## config.mk

```make
export PLATFORM = sky130hd
export DESIGN_NAME = pdma_regcore
export DESIGN_NICKNAME = d
export VERILOG_FILES = /design/src/rtl/pdma_pkg.sv /design/src/rtl/pdma_insync.sv /design/src/rtl/pdma_engine.sv /design/src/rtl/pdma_ctl.sv /design/src/rtl/pdma_regcore.sv
export SDC_FILE = /design/constraint.sdc
export NUM_CORES = 1
export LEC_CHECK = 0
export ABC_AREA = 1
export BUFFER_PORTS_ARGS = -buffer_cell sky130_fd_sc_hd__buf_4
export CORE_MARGIN = 2
export CORE_UTILIZATION = 56
export CTS_CLUSTER_DIAMETER = 120
export DETAILED_ROUTE_END_ITERATION = 12
export MAX_ROUTING_LAYER = met4
export PLACE_DENSITY = 0.92
export SYNTH_ARGS = -nofsm -noshare
export SYNTH_HDL_FRONTEND = slang
export SYNTH_SLANG_ARGS = --single-unit
```

## constraint.sdc

```tcl
create_clock -name clk -period 2.2 [get_ports clk]
set_input_delay 0.33 -clock clk [delete_from_list [all_inputs] [get_ports clk]]
set_output_delay 0.33 -clock clk [all_outputs]
set_load 0.1 [all_outputs]
```

## src/rtl/pdma_pkg.sv

```systemverilog
`timescale 1ns/1ps
package pdma_pkg;
  localparam int W   = 16;
  localparam int HAW = 6;
  localparam int NFN = 3;
  localparam int NST = 3;

  localparam logic [HAW-1:0] OFS_CSR   = 6'h00;
  localparam logic [HAW-1:0] OFS_DAT   = 6'h02;
  localparam logic [HAW-1:0] OFS_AMV   = 6'h04;
  localparam logic [HAW-1:0] OFS_PLS   = 6'h06;
  localparam logic [HAW-1:0] OFS_ALO_W = 6'h14;
  localparam logic [HAW-1:0] OFS_RNG   = 6'h16;
  localparam logic [HAW-1:0] OFS_ALO_R = 6'h18;
  localparam logic [HAW-1:0] OFS_AHI_W = 6'h1C;
  localparam logic [HAW-1:0] OFS_AHI_R = 6'h20;

  // command bit positions (control write)
  localparam int CB_CLR_EOR = 15;
  localparam int CB_CLR_ATT = 14;
  localparam int CB_CLR_PAR = 13;
  localparam int CB_MCLR    = 12;
  localparam int CB_CYC     = 8;
  localparam int CB_IE      = 6;
  localparam int CB_FN_LO   = 1;
  localparam int CB_GO      = 0;

  // pulse register bit positions
  localparam int PB_SET_IE = 6;
  localparam int PB_CLR_IE = 5;
endpackage

```

## src/rtl/pdma_insync.sv

```systemverilog
`timescale 1ns/1ps
module pdma_insync #(
  parameter int DW = 16,
  parameter int NS = 3
) (
  input  logic          clk,
  input  logic          rst,
  input  logic          attn,
  input  logic          perr,
  input  logic [NS-1:0] stat,
  input  logic [DW-1:0] din,
  output logic          attn_lvl,
  output logic          attn_rise,
  output logic          perr_lvl,
  output logic [NS-1:0] stat_lvl,
  output logic [DW-1:0] din_lvl
);
  logic attn_prev;

  always_ff @(posedge clk) begin
    if (rst) begin
      attn_lvl  <= 1'b0;
      attn_prev <= 1'b0;
      perr_lvl  <= 1'b0;
      stat_lvl  <= '0;
      din_lvl   <= '0;
    end else begin
      attn_lvl  <= attn;
      attn_prev <= attn_lvl;
      perr_lvl  <= perr;
      stat_lvl  <= stat;
      din_lvl   <= din;
    end
  end

  assign attn_rise = attn_lvl & ~attn_prev;
endmodule

```

## src/rtl/pdma_engine.sv

```systemverilog
`timescale 1ns/1ps
module pdma_engine #(
  parameter int DW   = 16,
  parameter int STEP = 2
) (
  input  logic            clk,
  input  logic            rst,
  input  logic            mclr,
  input  logic            go,
  input  logic            cyc_force,
  input  logic            clr_eor,
  input  logic            dev_cyc,
  input  logic            lo_we,
  input  logic            hi_we,
  input  logic            rng_we,
  input  logic [DW-1:0]   wdata,
  input  logic            ack,
  input  logic            bus_err,
  input  logic            bus_tmo,
  output logic            active,
  output logic            req,
  output logic [2*DW-1:0] addr,
  output logic [DW-1:0]   range,
  output logic            eor,
  output logic            berr_f,
  output logic            tmo_f
);
  localparam int AW = 2 * DW;

  logic          act_q, pend_q, eor_q, berr_q, tmo_q;
  logic [AW-1:0] addr_q;
  logic [DW-1:0] rng_q;
  logic          fire, new_req, last_word;

  assign fire      = act_q & pend_q;
  assign new_req   = dev_cyc | cyc_force;
  assign last_word = (rng_q == DW'(1));

  always_ff @(posedge clk) begin
    if (rst || mclr) begin
      act_q  <= 1'b0;
      pend_q <= 1'b0;
      eor_q  <= 1'b0;
      berr_q <= 1'b0;
      tmo_q  <= 1'b0;
      addr_q <= '0;
      rng_q  <= '0;
    end else begin
      eor_q <= eor_q & ~clr_eor;
      if (!act_q) begin
        if (go) begin
          berr_q <= 1'b0;
          tmo_q  <= 1'b0;
          if (rng_q == '0) begin
            eor_q <= 1'b1;
          end else begin
            act_q  <= 1'b1;
            pend_q <= new_req;
          end
        end
      end else if (fire && (bus_err || bus_tmo)) begin
        act_q  <= 1'b0;
        pend_q <= 1'b0;
        berr_q <= berr_q | bus_err;
        tmo_q  <= tmo_q | bus_tmo;
      end else if (fire && ack) begin
        addr_q <= addr_q + AW'(STEP);
        rng_q  <= rng_q - DW'(1);
        if (last_word) begin
          act_q  <= 1'b0;
          pend_q <= 1'b0;
          eor_q  <= 1'b1;
        end else begin
          pend_q <= new_req;
        end
      end else begin
        pend_q <= pend_q | new_req;
      end
      // host register writes take precedence over the DMA update
      if (lo_we)  addr_q[DW-1:0]  <= wdata;
      if (hi_we)  addr_q[AW-1:DW] <= wdata;
      if (rng_we) rng_q           <= wdata;
    end
  end

  assign active = act_q;
  assign req    = pend_q;
  assign addr   = addr_q;
  assign range  = rng_q;
  assign eor    = eor_q;
  assign berr_f = berr_q;
  assign tmo_f  = tmo_q;

  // a request is only outstanding while DMA runs
  a_r6_req_only_active: assert property (@(posedge clk) disable iff (rst)
    pend_q |-> act_q);

  // the range only moves on an acknowledged word or a host write
  a_r5_range_stable: assert property (@(posedge clk) disable iff (rst)
    (!(fire && ack) && !rng_we && !mclr) |=> $stable(rng_q));
endmodule

```

## src/rtl/pdma_ctl.sv

```systemverilog
`timescale 1ns/1ps
module pdma_ctl #(
  parameter int NF = 3
) (
  input  logic          clk,
  input  logic          rst,
  input  logic          mclr,
  input  logic          we_csr,
  input  logic [NF-1:0] fn_wr,
  input  logic          ie_wr,
  input  logic          clr_att,
  input  logic          clr_par,
  input  logic          go,
  input  logic          we_pls,
  input  logic          pls_set,
  input  logic          pls_clr,
  input  logic          attn_rise,
  input  logic          perr_lvl,
  input  logic          eor,
  output logic [NF-1:0] fn,
  output logic          ie,
  output logic          attf,
  output logic          perr_f,
  output logic          irq,
  output logic          go_pulse
);
  always_ff @(posedge clk) begin
    if (rst || mclr) begin
      fn       <= '0;
      ie       <= 1'b0;
      attf     <= 1'b0;
      perr_f   <= 1'b0;
      irq      <= 1'b0;
      go_pulse <= 1'b0;
    end else begin
      go_pulse <= go;
      if (we_csr) begin
        fn <= fn_wr;
        ie <= ie_wr;
      end
      if (we_pls) begin
        if (pls_set)      ie <= 1'b1;
        else if (pls_clr) ie <= 1'b0;
      end
      attf   <= (attf & ~clr_att) | attn_rise;
      perr_f <= (perr_f & ~clr_par) | perr_lvl;
      irq    <= ie & (eor | attf);
    end
  end

  // no interrupt one cycle after interrupt enable was off
  a_r10_irq_gate: assert property (@(posedge clk) disable iff (rst)
    !ie |=> !irq);

  // an attention edge always lands in the flag, even against a clear
  a_r8_attf_set: assert property (@(posedge clk) disable iff (rst)
    (attn_rise && !mclr) |=> attf);

  // master clear empties the control state
  a_r12_mclr: assert property (@(posedge clk) disable iff (rst)
    mclr |=> (fn == '0 && !ie && !attf && !perr_f && !irq && !go_pulse));
endmodule

```

## src/rtl/pdma_regcore.sv

```systemverilog
`timescale 1ns/1ps
module pdma_regcore
  import pdma_pkg::*;
#(
  parameter int  STEP       = 2,
  parameter logic VARIANT_ID = 1'b1
) (
  input  logic           clk,
  input  logic           rst,
  input  logic [HAW-1:0] h_addr,
  input  logic           h_wen,
  input  logic [W-1:0]   h_wdata,
  input  logic           h_ren,
  output logic [W-1:0]   h_rdata,
  output logic [NFN-1:0] dev_fn,
  output logic           dev_go,
  output logic [W-1:0]   dev_dout,
  input  logic [W-1:0]   dev_din,
  input  logic           dev_attn,
  input  logic [NST-1:0] dev_stat,
  input  logic           dev_perr,
  input  logic           dev_cyc,
  output logic           dma_req,
  output logic           dma_dir,
  output logic [2*W-1:0] dma_addr,
  input  logic           dma_ack,
  input  logic           dma_berr,
  input  logic           dma_tmo,
  output logic           irq
);
  logic we_csr, we_pls, mclr, go, cyc_force;
  logic attn_lvl, attn_rise, perr_lvl;
  logic [NST-1:0] stat_lvl;
  logic [W-1:0]   din_lvl, range, amv_q, rd_mux, status;
  logic active, eor, berr_f, tmo_f, ie, attf, perr_f;

  assign we_csr    = h_wen && (h_addr == OFS_CSR);
  assign we_pls    = h_wen && (h_addr == OFS_PLS);
  assign mclr      = we_csr && h_wdata[CB_MCLR];
  assign go        = we_csr && !mclr && h_wdata[CB_GO];
  assign cyc_force = we_csr && !mclr && h_wdata[CB_CYC];

  pdma_insync #(.DW(W), .NS(NST)) u_insync (
    .clk(clk), .rst(rst), .attn(dev_attn), .perr(dev_perr),
    .stat(dev_stat), .din(dev_din), .attn_lvl(attn_lvl),
    .attn_rise(attn_rise), .perr_lvl(perr_lvl), .stat_lvl(stat_lvl),
    .din_lvl(din_lvl)
  );

  pdma_engine #(.DW(W), .STEP(STEP)) u_engine (
    .clk(clk), .rst(rst), .mclr(mclr), .go(go), .cyc_force(cyc_force),
    .clr_eor(we_csr && h_wdata[CB_CLR_EOR]), .dev_cyc(dev_cyc),
    .lo_we(h_wen && (h_addr == OFS_ALO_W)),
    .hi_we(h_wen && (h_addr == OFS_AHI_W)),
    .rng_we(h_wen && (h_addr == OFS_RNG)),
    .wdata(h_wdata), .ack(dma_ack), .bus_err(dma_berr), .bus_tmo(dma_tmo),
    .active(active), .req(dma_req), .addr(dma_addr), .range(range),
    .eor(eor), .berr_f(berr_f), .tmo_f(tmo_f)
  );

  pdma_ctl #(.NF(NFN)) u_ctl (
    .clk(clk), .rst(rst), .mclr(mclr), .we_csr(we_csr),
    .fn_wr(h_wdata[CB_FN_LO +: NFN]), .ie_wr(h_wdata[CB_IE]),
    .clr_att(we_csr && h_wdata[CB_CLR_ATT]),
    .clr_par(we_csr && h_wdata[CB_CLR_PAR]),
    .go(go), .we_pls(we_pls), .pls_set(h_wdata[PB_SET_IE]),
    .pls_clr(h_wdata[PB_CLR_IE]), .attn_rise(attn_rise),
    .perr_lvl(perr_lvl), .eor(eor), .fn(dev_fn), .ie(ie), .attf(attf),
    .perr_f(perr_f), .irq(irq), .go_pulse(dev_go)
  );

  assign dma_dir = dev_fn[0];

  // data output and modifier/vector pair
  always_ff @(posedge clk) begin
    if (rst || mclr) begin
      dev_dout <= '0;
      amv_q    <= '0;
    end else begin
      if (h_wen && (h_addr == OFS_DAT)) dev_dout <= h_wdata;
      if (h_wen && (h_addr == OFS_AMV)) amv_q    <= h_wdata;
    end
  end

  assign status = {eor, attf, attn_lvl, perr_f, stat_lvl, 1'b0,
                   !active, ie, berr_f, tmo_f, dev_fn, VARIANT_ID};

  always_comb begin
    case (h_addr)
      OFS_CSR:   rd_mux = status;
      OFS_DAT:   rd_mux = din_lvl;
      OFS_AMV:   rd_mux = amv_q;
      OFS_RNG:   rd_mux = range;
      OFS_ALO_R: rd_mux = dma_addr[W-1:0];
      OFS_AHI_R: rd_mux = dma_addr[2*W-1:W];
      default:   rd_mux = '0;
    endcase
  end

  always_ff @(posedge clk) begin
    if (rst) h_rdata <= '0;
    else     h_rdata <= h_ren ? rd_mux : '0;
  end
endmodule

```

# --- Word-level counts from Yosys, hierarchy flattened ---
# Cells that the tools add are included.
word_totals:
  ff_bits: 131
  in_bits: 51
  out_inout_bits: 71
  wordCells: 128
op_classes:
  addsub: 2
  eq_ne: 14
  mux: 37
  bitwise: 18
  n_reduce_logical: 35
ops:
  columns: ["operator", "n"]
  rows:
  - ["$mux 16", 6]
  - ["$mux 32", 3]
  - ["$pmux 16 s6", 1]
  - ["$add 32x2->32 const B", 1]
  - ["$mux 1", 27]
  - ["$eq 6x5->1 const B", 4]
  - ["$eq 16x1->1 const B", 1]
  - ["$logic_and 1x1->1", 16]
  - ["$logic_not 16->1", 1]
  - ["$sub 16x1->16 const B", 1]
  - ["$reduce_bool 2->1", 7]
  - ["$eq 6x3->1 const B", 2]
  - ["$reduce_and 3->1", 3]
  - ["$ne 2x1->1 const B", 4]
  - ["$or 1x1->1", 7]
  - ["$and 1x1->1", 6]
  - ["$eq 6x2->1 const B", 1]
  - ["$eq 6x6->1 const B", 1]
  - ["$logic_not 6->1", 1]
  - ["$not 1->1", 5]
  - ["$reduce_and 2->1", 2]
  - ["$logic_not 1->1", 2]
  - ["$logic_or 1x1->1", 2]
  - ["$ne 2x2->1 const B", 1]
  - ["$reduce_or 2->1", 1]

# --- Longest topological paths before layout ---
# Gate-level depths: netlist (run 1).
depth:
  ltp_word: 11
  ltp_mapped: 12
  ltp_nobuf: 12

# --- Modules after synthesis ---
# Synthesis (run 1) repeated with hierarchy kept, for this count alone.
unflattened:
  hier_cells: 1102
  area_unflattened_um2: 7150.6
by_module_without_submodules:
  columns: ["mod", "instances", "cells_each", "area_each_um2", "seq_area_each_um2"]
  rows:
  - ["pdma_engine", 1, 588, 3519.6, 1061.0]
  - ["pdma_regcore", 1, 407, 2683.8, 960.9]
  - ["pdma_insync", 1, 69, 631.9, 440.4]
  - ["pdma_ctl", 1, 38, 315.3, 160.2]

# --- Worst setup path after synthesis (run 1) ---
# Ideal clock, no wire load.
synth_timing:
  path_type: "reg-to-reg"
  from: "register u_engine.addr_q[1] (netlist: u_engine.addr[1])"
  to: "register u_engine.addr_q[31] (netlist: u_engine.addr[31])"
  setup_time_ns: 0.109
  arrival_time_ns: 2.230
  required_ns: 2.091
  slack_ns: -0.138
  stages_incl_launch_ff: 13
  path_buffers: 0
  period_less_slack_ns: 2.338
  path_cell_list: "dfxtp_1 ha_1 inv_1 nor2_2 nand2_1 nor2_1 nand2_1 nand2_1 nand2_1 nand2_1 nand3_1 nand2_1 inv_1"
synth_between:
  elab_chain_cells: 5
synth_lines:
  columns: ["element", "line", "rtl"]
  rows:
  - ["start: declaration", "pdma_engine.sv:31", "logic [AW-1:0] addr_q;"]
  - ["start signal: assignment", "pdma_engine.sv:67", "addr_q <= addr_q + AW'(STEP);"]
  - ["start signal: indexed assignment", "pdma_engine.sv:80", "if (lo_we) addr_q[DW-1:0] <= wdata;"]
  - ["start signal: indexed assignment", "pdma_engine.sv:81", "if (hi_we) addr_q[AW-1:DW] <= wdata;"]
  - ["$add 32x2->32", "pdma_engine.sv:67", null]
  - ["$mux 32", "pdma_engine.sv:66", "end else if (fire && ack) begin"]
  - ["$mux 32", "pdma_engine.sv:61", "end else if (fire && (bus_err || bus_tmo)) begin"]
  - ["$mux 32", "pdma_engine.sv:50", "if (!act_q) begin"]
  - ["$mux 16", "pdma_engine.sv:81", null]
# Every way passes these cells. The select of a mux whose other input is x is not followed.
# A chain may end at the register's enable or synchronous reset.

# --- Worst setup path after layout (run 1) ---
layout_timing:
  from: "register u_engine.addr_q[3] (netlist: u_engine.addr[3])"
  to: "register u_engine.addr_q[28] (netlist: u_engine.addr[28])"
# The elaborated chain is that of the path after synthesis.

==> results of run 1 <==
-- layer usage --
layer	global-route usage [%]	routed length, microns
met5	-	0
met4	21.3	1340
met3	9.14	2620
met2	54.2	9770
met1	45.7	8750
-- flip-flops by register name, summed over array words and instances (netlist names), 3 cells and up --
register,cells
h_rdata,16
u_engine.range,16
u_ctl.fn,3
u_insync.din_lvl,16
amv_q,16
u_insync.stat_lvl,3
dev_dout,16
u_engine.addr,32
-- cells by family after synthesis --
logic type,synth area share [%]
AO/OA/AOI/OAI,17.9
flip-flops,39.1
AND/OR/NAND/NOR,28.2
buffers and inverters,11.0
XOR/XNOR,3.13
adder cells (fa/ha/maj),0.746
-- final timing paths --
kind              slack, ns              start              endpoint
setup / recovery       0.37   u_engine.addr[3]     u_engine.addr[28]
hold / removal         0.10        dev_din[14]  u_insync.din_lvl[14]
setup reg to reg       0.37   u_engine.addr[3]     u_engine.addr[28]
hold reg to reg        0.44  u_insync.perr_lvl          u_ctl.perr_f
-- critical path, cell delays in order (launching register included) --
cell and delay (ns):
dfxtp_1 0.44, nand3_1 0.20, nor2_2 0.25, nand4_1 0.23, nor2_1 0.26, nand2_1 0.10
nand2_1 0.08, nand3_1 0.07, nand2_1 0.07, inv_1 0.03
-- placed cells by master (no fill, tap or decap), types with 13 or more instances in the layout --
cell type	n
nand3_1	42
o21ai_0	46
inv_1	133
nand2_1	213
a21oi_1	76
nor2_1	163
buf_4	139
clkbuf_16	17
a211oi_2	13
xor2_1	24
o22ai_1	33
a22oi_1	15
dfxtp_1	129
-- power by group --
part	total (mW)	internal [mW]	switching, mW
clock network	2.94	1.80	1.13
registers	2.42	2.40	0.0157
logic	0.354	0.116	0.239
total	5.71	4.32	1.39
-- layout make-up --
cell class	count	area, sq um
inverter	143	539
multi-input combinational	678	3350
tap	143	179
sequential	131	2630
timing repair buffer	141	1080
clock buffer	19	433
clock inverter	13	176
fill	952	3180
==> results.yml, run 1 <==
cts:
  clock_path_buffers: 2
  cts-htree-levels: 4
  clock_sinks: 131
  clk_pin_slew_ns: 0.06
  cts_setup_buffers: 0
  cts_tree: "built"
  cts_resized: 0
  holdBufCountCts: 0
  cts_buffers: 17
  root_buffer: "clkbuf_16"
  insertion_delay_ns: 0.43
timing:
  maxSlewHeadroom_pct: 62.1
  whs_ns: 0.101
  tightest_slew_ns: 0.567
  worst_slack_ns: 0.373
  period_share_pct: 83.0
  rsz0062_at_grt: "no"
  finalSetupViolations: 0
  maxSlewViolCount: 0
  tns_ns: 0
  maxClockFrequency_ghz: 0.547
  clock_skew_ns: 0.0101
  period_needed_ns: 1.83
  finalHoldViolCount: 0
hold_path:
  worstHoldPathCells: 3
  hold_class: "primary input to flip-flop"
logic_synthesis:
  ys_seq_area_share_pct: 39.1
  yosys-top-cells-area: "dfxtp_1 39%, nand2_1 12%, nor2_1 9.2%"
  postSynthCellCount: 985
  async_flop_share_pct: 0
  synth_edf_count: 0
  synth_nets: 1040
  yosys-top-cells-count: "213 x nand2_1, 164 x nor2_1, 133 x inv_1"
  synthMostInstantiatedCell: "nand2_1"
  yosys.area.top_type: "dfxtp_1"
  ys.flop_type: "dfxtp_1"
  synth_seq_cells: 131
  syn_area_per_cell_sq_um: 6.81
  synth_area_sq_um: 6710
  yosysTopAreaCellShare_pct: 39.1
  ys_types: 36
  ys_warn_count: 0
setup_path:
  criticalPathCategory: "flip-flop to flip-flop"
  crit_fanout: 6
  cp.arrival_ns: 2.16
  reg2reg_depth: 9
  worstPathRequired_ns: 2.53
  start_kind: "flip-flop"
  end_kind: "flip-flop"
routing:
  wl_mm: 22.5
  wl_per_cell_microns: 17.7
  drc: 0
  num_vias: 7212
  firstDrtPassIters: 6
  vias_per_cell: 5.69
  postRouteAntennaNets: 0
  first_iter_violations: 935
finish:
  n_antenna_cell: 0
  area_growth_pct: 25.1
  final_util_pct: 72.5
  final_cells: 1268
  drive_above_1_share_pct: 19.8
  num-nets-final: 1167
  final_cell_area_sq_um: 8390
power_and_ir_drop:
  finalPower_mw: 5.71
  ir_worst_vdd_mv: 0.620
  leakagePower_nw: 3.61
  pwr_density_cell_nw_per_um2: 681
floorplan:
  dieArea_sq_um: 12900
  die_h_microns: 113
  rows: 39
  die_w_microns: 113
  coreArea_sq_um: 11600
  ios: 122
  initial_utilization_pct: 58.0
grt:
  grt_pass1_wl_mm: 35.1
  grt_pass1_vias: 6731
  grt_max_degree: 51
  antenna_found_initial: 0
  grt-ovfl-total: 0
  grtUsageTotal_pct: 36.7
placed_design:
  gp_congestion: 1.01
  post-place-ws_ns: 0.383
  hpwl_mm: 16.5
  io_buffers: 121
  dp_cells: 1236
  place_area_sq_um: 7780
run_status:
  status: "finished, final reports clean"
run:
  maxCapViolCount: 0
Note: power is estimated with default switching activity, not from simulation.
==> run 2: changes to the inputs <==
==> constraint.sdc (replaced) <==
create_clock -name clk -period 1.83 [get_ports clk]
set_input_delay 0.2745 -clock clk [delete_from_list [all_inputs] [get_ports clk]]
set_output_delay 0.2745 -clock clk [all_outputs]
set_load 0.1 [all_outputs]
==> results.yml, run 2 (same netlist as run 1, synthesis figures left out) <==
run_status:
  status: "finished, final reports clean"
power_and_ir_drop:
  p_int_mw: 4.91
  pwr_density_cell_nw_per_um2: 780
  p_sw_mw: 1.71
  switching_share_pct: 25.9
  leakagePower_nw: 3.67
  pwr-share-clk_pct: 49.4
  finalPower_mw: 6.62
  ir_worst_vdd_mv: 0.857
  comb_power_share_pct: 6.7
  seq_power_share_pct: 43.9
cts:
  root_buffer: "clkbuf_16"
  insertion_delay_ns: 0.43
  cts_setup_buffers: 0
  holdBufCountCts: 0
  clock_path_buffers: 2
  cts_buffers: 17
  clock_sinks: 131
  cts-htree-levels: 4
  cts_tree: "built"
  clk_pin_slew_ns: 0.06
finish:
  layout_commonest_cell: "nand2_1"
  fillCellCount: 950
  num-nets-final: 1177
  n_antenna_cell: 0
  drive_above_1_share_pct: 23.5
  final_util_pct: 73.4
  final_cell_mix: "212 x nand2_1, 160 x nor2_1, 148 x buf_4"
  final_cells: 1277
  largest_register_ffs: 32
  area_growth_pct: 26.6
floorplan:
  rows: 39
  die_h_microns: 113
  initial_utilization_pct: 58.0
  coreArea_sq_um: 11600
  die_w_microns: 113
  ios: 122
  dieArea_sq_um: 12900
grt:
  grtUsageTotal_pct: 38.1
  grt_pass1_wl_mm: 36.4
  grt_max_degree: 31
  grt_pass1_vias: 6917
  grt_use_met1_pct: 46.9
  antenna_found_initial: 0
  gr-usage-met3_pct: 7.86
  gr-usage-met2_pct: 58.3
  grt_busiest_layer: "met2"
  grt-ovfl-total: 0
setup_path:
  r2r_start: "u_engine.addr[2]"
  reg2reg_depth: 12
  cp.arrival_ns: 2.05
  worstReg2RegEnd: "u_engine.addr[31]"
  crit_fanout: 5
  criticalPathCategory: "flip-flop to flip-flop"
  r2r_setup_slack_ns: 0.11
  worstPathRequired_ns: 2.16
  start_kind: "flip-flop"
  end_kind: "flip-flop"
timing:
  period_share_pct: 94.1
  clock_skew_ns: 0.00716
  period_needed_ns: 1.72
  maxClockFrequency_ghz: 0.581
  tightest_slew_ns: 0.588
  whs_ns: 0.0423
  finalSetupViolations: 0
  maxSlewHeadroom_pct: 60.7
  maxSlewViolCount: 0
  worst_slack_ns: 0.108
  finalHoldViolCount: 0
  rsz0062_at_grt: "no"
hold_path:
  worstHoldPathCells: 3
  whs_endpoint: "u_insync.din_lvl[14]"
  holdCritStartpoint: "dev_din[14]"
  hold_class: "primary input to flip-flop"
routing:
  wl_per_cell_microns: 18.5
  num_vias: 7435
  drc: 0
  first_iter_violations: 1222
  firstDrtPassIters: 7
  wl_mm: 23.7
  vias_per_cell: 5.82
  postRouteAntennaNets: 0
placed_design:
  post-place-ws_ns: -0.146
  gp_congestion: 1.05
  io_buffers: 121
  hpwl_mm: 16.9
  dp_cells: 1246
run:
  maxCapViolCount: 0
==> run 2: changes by cell type in the layout (fill, tap and decap cells not counted), sizes merged <==
cell	before	now
buf	141	151
bufinv	3	1
clkbuf	19	17
clkinv	3	6
clkinvlp	3	2
inv	147	148
==> run 2: power by group through the flow <==
stage	Clock (mW)	Sequential, mW	Combinational, mW
2_1_floorplan	0	3.01	0.178
4_1_cts	3.27	2.91	0.431
5_1_grt	3.40	2.91	0.467
3_5_place_dp	0	2.97	0.427
3_3_place_gp	0	2.97	0.421
6_report	3.27	2.91	0.442
==> run 2: layout make-up <==
| class | instances | area [sq um] | share of cell area, % |
|---|---|---|---|
| Clock inverter | 14 | 129 | 1.52 |
| Multi-Input combinational cell | 678 | 3380 | 39.8 |
| Tap cell | 143 | 179 | 2.11 |
| Timing Repair Buffer | 151 | 1170 | 13.8 |
| Sequential cell | 131 | 2670 | 31.4 |
| Inverter | 143 | 539 | 6.35 |
| Clock buffer | 17 | 425 | 5.01 |
==> run 2: worst max-delay path, cell delays in order (launching register included) <==
cell and delay (ns):
dfxtp_4 0.38, ha_2 0.23, inv_1 0.12, nor2_4 0.16, nand2_2 0.11, nor2_4 0.16
nand2_1 0.07, nand2_1 0.09, nand2_1 0.07, nand2_1 0.07, nand3_1 0.07, nand2_1 0.06
inv_1 0.04
==> run 2: per-stage QoR <==
| stage | setup TNS, ns | instance area [sq um] |
|---|---|---|
| finish | 0 | 8490 |
| global route | 0 | 8490 |
| CTS | 0 | 8470 |
| detailed placement | -0.166 | 7910 |
| global placement | -0.0197 | 7910 |
| floorplan | 0 | 6750 |
==> run 2: how the worst max path moves through the flow <==
| stage | start | endpoint | slack [ns] | depth (start not counted) |
|---|---|---|---|---|
| 4_1_cts | u_engine.addr[2] | u_engine.addr[31] | 0.02 | 12 |
| 3_3_place_gp | h_addr[1] | u_engine.range[7] | -0.02 | 10 |
| 3_5_place_dp | h_addr[1] | u_engine.range[7] | -0.15 | 10 |
| 6_report | u_engine.addr[2] | u_engine.addr[31] | 0.11 | 12 |
| 2_1_floorplan | u_engine.addr[2] | u_engine.addr[31] | 0.03 | 12 |
| 5_1_grt | u_engine.active | u_engine.range[7] | 0.008 | 8 |
==> run 2: repair_timing <==
action / 4_1_cts / 5_1_grt
gates resized for setup: 2 / 7
setup endpoints to repair: 2 / 7
cloned: 0 / 0
pin swaps: 0 / 1
==> run 2: routing by layer <==
layer,share of wire [%],wire length [microns]
met2,44,10300
met5,0,0
met1,38,9030
met3,12,2750
met4,6.6,1550
